**config.mk**
```make
export PLATFORM = sky130hd
export DESIGN_NAME = tbc_client
export DESIGN_NICKNAME = d
export VERILOG_FILES = /design/src/rtl/tbc_pkg.sv /design/src/rtl/tbc_slot_match.sv /design/src/rtl/tbc_window_mux.sv /design/src/rtl/tbc_client.sv
export SDC_FILE = /design/constraint.sdc
export NUM_CORES = 1
export LEC_CHECK = 0
export BUFFER_PORTS_ARGS = -buffer_cell sky130_fd_sc_hd__buf_2
export CORE_UTILIZATION = 48
export CTS_CLUSTER_DIAMETER = 60
export CTS_CLUSTER_SIZE = 40
export DETAILED_ROUTE_END_ITERATION = 10
export PLACE_DENSITY = 0.84
export SLEW_MARGIN = 20
export SYNTH_ARGS = -nofsm -noshare
export SYNTH_HDL_FRONTEND = slang
export SYNTH_SLANG_ARGS = --single-unit
```
**constraint.sdc**
```tcl
create_clock -name clk_i -period 2.3 [get_ports clk_i]
set_clock_uncertainty 0.2 [all_clocks]
set_input_delay 0.23 -clock clk_i [delete_from_list [all_inputs] [get_ports clk_i]]
set_output_delay 0.23 -clock clk_i [all_outputs]
set_load 0.005 [all_outputs]
```
**src/rtl/tbc_pkg.sv**
```systemverilog
package tbc_pkg;
  localparam int unsigned SLOT_W = 4;
  localparam int unsigned TB_W   = 24;
  localparam int unsigned OUT_W  = 16;
  localparam int unsigned STEP   = 4;
  localparam int unsigned WSEL_W = 2;
  localparam int unsigned NUM_WIN = (TB_W - OUT_W) / STEP + 1;

  typedef logic [SLOT_W-1:0] slot_t;
  typedef logic [TB_W-1:0]   tb_word_t;
  typedef logic [OUT_W-1:0]  tb_out_t;
endpackage

```
**src/rtl/tbc_slot_match.sv**
```systemverilog
module tbc_slot_match #(
  parameter int unsigned SLOT_W = tbc_pkg::SLOT_W
) (
  input  logic              vld_i,
  input  logic [SLOT_W-1:0] slot_i,
  input  logic [SLOT_W-1:0] sel_i,
  output logic              hit_o
);
  logic [SLOT_W-1:0] bit_eq;

  for (genvar b = 0; b < SLOT_W; b++) begin : g_bit
    assign bit_eq[b] = ~(slot_i[b] ^ sel_i[b]);
  end

  assign hit_o = vld_i & (&bit_eq);
endmodule

```
**src/rtl/tbc_window_mux.sv**
```systemverilog
module tbc_window_mux #(
  parameter int unsigned TB_W   = tbc_pkg::TB_W,
  parameter int unsigned OUT_W  = tbc_pkg::OUT_W,
  parameter int unsigned STEP   = tbc_pkg::STEP,
  parameter int unsigned WSEL_W = tbc_pkg::WSEL_W
) (
  input  logic [TB_W-1:0]   data_i,
  input  logic [WSEL_W-1:0] sel_i,
  output logic [OUT_W-1:0]  win_o
);
  localparam int unsigned NUM_WIN = (TB_W - OUT_W) / STEP + 1;

  logic [OUT_W-1:0] wins [NUM_WIN];

  for (genvar k = 0; k < NUM_WIN; k++) begin : g_win
    assign wins[k] = data_i[k*STEP +: OUT_W];
  end

  // out-of-range codes saturate to the top window
  always_comb begin
    win_o = wins[NUM_WIN-1];
    for (int k = 0; k < NUM_WIN; k++) begin
      if (int'(sel_i) == k) win_o = wins[k];
    end
  end
endmodule

```
**src/rtl/tbc_client.sv**
```systemverilog
module tbc_client
  import tbc_pkg::*;
(
  input  logic              clk_i,
  input  logic              rst_ni,
  input  logic              bus_vld_i,
  input  logic [SLOT_W-1:0] bus_slot_i,
  input  logic [TB_W-1:0]   bus_data_i,
  input  logic [SLOT_W-1:0] slot_sel_i,
  input  logic [WSEL_W-1:0] win_sel_i,
  output logic [OUT_W-1:0]  tb_o,
  output logic              tb_upd_o
);
  logic    hit;
  tb_out_t win;
  tb_out_t tb_q;
  logic    upd_q;

  tbc_slot_match #(.SLOT_W(SLOT_W)) u_match (
    .vld_i  (bus_vld_i),
    .slot_i (bus_slot_i),
    .sel_i  (slot_sel_i),
    .hit_o  (hit)
  );

  tbc_window_mux #(
    .TB_W(TB_W), .OUT_W(OUT_W), .STEP(STEP), .WSEL_W(WSEL_W)
  ) u_win (
    .data_i (bus_data_i),
    .sel_i  (win_sel_i),
    .win_o  (win)
  );

  always_ff @(posedge clk_i or negedge rst_ni) begin
    if (!rst_ni) begin
      tb_q  <= '0;
      upd_q <= 1'b0;
    end else begin
      upd_q <= hit;
      if (hit) tb_q <= win;
    end
  end

  assign tb_o     = tb_q;
  assign tb_upd_o = upd_q;

  p_capture_r2: assert property (@(posedge clk_i) disable iff (!rst_ni)
    (bus_vld_i && bus_slot_i == slot_sel_i) |=> tb_upd_o);

  p_hold_other_r3: assert property (@(posedge clk_i) disable iff (!rst_ni)
    !hit |=> ($stable(tb_o) && !tb_upd_o));

  p_idle_r4: assert property (@(posedge clk_i) disable iff (!rst_ni)
    !bus_vld_i |=> !tb_upd_o);

  p_win_low_r5: assert property (@(posedge clk_i) disable iff (!rst_ni)
    (hit && win_sel_i == 2'd0) |=> tb_o == $past(bus_data_i[15:0]));

  p_win_mid_r6: assert property (@(posedge clk_i) disable iff (!rst_ni)
    (hit && win_sel_i == 2'd1) |=> tb_o == $past(bus_data_i[19:4]));

  p_win_top_r7: assert property (@(posedge clk_i) disable iff (!rst_ni)
    (hit && win_sel_i[1]) |=> tb_o == $past(bus_data_i[23:8]));

  p_no_upd_no_change_r8: assert property (@(posedge clk_i) disable iff (!rst_ni)
    !tb_upd_o |-> $stable(tb_o));
endmodule

```
==> impl_metrics.json <==
{
  "cts.hold.buffers_added": 1,
  "fin_cells": 176,
  "grt_setup_unrepaired": "no",
  "cts_resized": 0,
  "start_util_pct": 52.1,
  "synth_compound_area_share_pct": 9.38,
  "synth_mux_area_share_pct": 35.5,
  "clock_latency_ps": 270,
  "finalSetupViolCount": 0,
  "min_path_type": "input port to flip-flop",
  "path_cells": "buf_2 > inv_1 > a222oi_1 > nor3b_4 > buf_4 > mux2_2",
  "slew-limit-headroom_pct": 69.3,
  "fin_crit_ps": 1610,
  "synthXorXnorAreaFrac_pct": 0.831,
  "worstPathArrival_ps": 1580,
  "grt_pass1_wl_mm": 3.89,
  "dp_cells": 171,
  "synth-simple-area-share_pct": 8.91,
  "cts_tree": "built",
  "io_buffer_count": 53,
  "grt_max_degree": 33,
  "drive_gt1_share_pct": 49.7,
  "die_area_sq_um": 2390,
  "ys_ff_latch": 17,
  "final_cell_mix": "53 x buf_2, 17 x dfrtp_1, 16 x mux2i_1, 16 x nand2_1, 16 x o21ai_0",
  "num-fill-cells": 174,
  "regArea_sq_um": 425,
  "synthAdderAreaFrac_pct": 0,
  "final_common_cell": "buf_2",
  "dr.first_iter.drc_count": 15,
  "cp_slowest_cell": "mux2_2",
  "peakVddDrop_v": 0.000345,
  "leakagePower_uw": 0.000731,
  "die_y_um": 48.9,
  "areaGrowthSynthToFinish_pct": 28.6,
  "ant_nets": 0,
  "placed_area_sq_um": 1320,
  "crit_family": "buffers and inverters",
  "vias": 901,
  "pre_cts_slack_ps": 376,
  "drc": 0,
  "clkTransAtPathRegs_ps": 90,
  "num_rows": 16,
  "drt_wl_total_mm": 2.28,
  "fmax_mhz": 619,
  "max-clock-path-buffers": 2,
  "yosysSeqAreaShare_pct": 40.4,
  "power.density_nw_per_um2": 700,
  "fin_crit_sh_pct": 70.2,
  "setup_slack_ps": 685,
  "avgRoutedWirePerCell_um": 13.0,
  "io_pins": 54,
  "syn_inst": 96,
  "avgSynthCellArea_sq_um": 11.0,
  "tns_ps": 0,
  "path_class": "input port to flip-flop",
  "layout.nets": 187,
  "synth_cell_types": 15,
  "gr-total-overflow": 0,
  "gp_congestion": 0.755,
  "antenna_found_initial": 0,
  "die_w_um": 48.9,
  "hpwlAfterDp_mm": 1.86,
  "drv_cap": 0,
  "critPathRequiredTime_ps": 2270,
  "tightest_slew_ps": 460,
  "first_pass_iters": 4,
  "final_area_sq_um": 1360,
  "h-tree-depth": 1,
  "critPathLaunchType": "input port",
  "grtUsageTotal_pct": 21.1,
  "outcome": "complete, no violations",
  "cp_max_fo": 17,
  "cts_sinks": 17,
  "yosys_warnings": 0,
  "hold_viol": 0,
  "crit_buf_inv": 3,
  "cts_buffers": 3,
  "syn_nets": 133,
  "finalMaxSlewViolations": 0,
  "syn-cell-area_sq_um": 1050,
  "clockRootBuffer": "clkbuf_4",
  "postCtsSetupBuffers": 0,
  "viasPerCell": 5.12,
  "grt_pass1_vias": 914,
  "multi_input_area_sq_um": 576,
  "synth_top_family_by_area": "multiplexers",
  "core_area_sq_um": 2020,
  "end_kind": "flip-flop",
  "num_antenna_cells": 0,
  "cpPeakStageDelay_ps": 370
}
sequential cells by signal, summed over array words and instances, names as in the netlist:
name and cells:
tb_o 16, tb_upd_o 1
cell families after synthesis:
group	count (synthesis)
multiplexers	32
buffers and inverters	9
AO/OA/AOI/OAI	18
AND/OR/NAND/NOR	19
flip-flops	17
XOR/XNOR	1
per-stage QoR:
step	total power (uW)	util, %	hold WS (ps)
finish	949	67.0	88.6
CTS	962	67.0	85.2
detailed placement	809	65.2	-32.9
floorplan	639	-	-266
global route	1020	67.0	91.2
global placement	789	65.2	-38.4
report_power, final:
group          switching, uW  internal (uW)
Sequential              55.1            399
Clock                   81.6           67.1
Combinational            128            218
tightest hold or removal path: stages:
cell and delay (ps):
buf_2 70, nand2_1 30, o21ai_0 60, mux2_4 130
cell usage after synthesis:
cell type | count | area [sq um]
dfrtp_1 | 17 | 425
mux2i_1 | 16 | 160
nand2_1 | 16 | 60.1
o21ai_0 | 16 | 80.1
mux2_4 | 9 | 135
mux2_2 | 7 | 78.8
clkbuf_1 | 3 | 11.3
inv_1 | 3 | 11.3
buf_2 | 2 | 10.0
or2b_1 | 2 | 15.0
a222oi_1 | 1 | 10.0
buf_12 | 1 | 20.0
nor3b_4 | 1 | 18.8
o2111ai_1 | 1 | 8.76
xor2_1 | 1 | 8.76
path summary, 6_finish.rpt:
check	from	end	slack, ps	cells after the start
hold / removal	bus_data_i[21]	tb_o[13]	90	4
setup / recovery	bus_slot_i[1]	tb_o[1]	690	6
setup reg to reg	tb_o[1]	tb_o[1]	1330	1
min in group asynchronous	rst_ni	tb_o[8]	190	2
hold reg to reg	tb_o[13]	tb_o[13]	310	1
max in group asynchronous	rst_ni	tb_o[5]	1440	2
area by class of cell:
class | instances | share of cell area [%]
Multi-Input combinational cell | 70 | 42.5
Sequential cell | 17 | 31.4
Timing Repair Buffer | 55 | 20.9
Tap cell | 27 | 2.49
Clock buffer | 4 | 1.94
Inverter | 3 | 0.831
routing by layer:
| layer | vias to the layer above | share of wire, % | GRT usage [%] |
|---|---|---|---|
| li1 | 443 | - | - |
| met1 | 422 | 41 | 24.4 |
| met2 | 34 | 54 | 41.0 |
| met3 | 2 | 4.5 | 1.87 |
| met4 | 0 | 0.75 | 5.88 |
| met5 | - | 0 | 0 |
(Power assumes the default switching activity.)
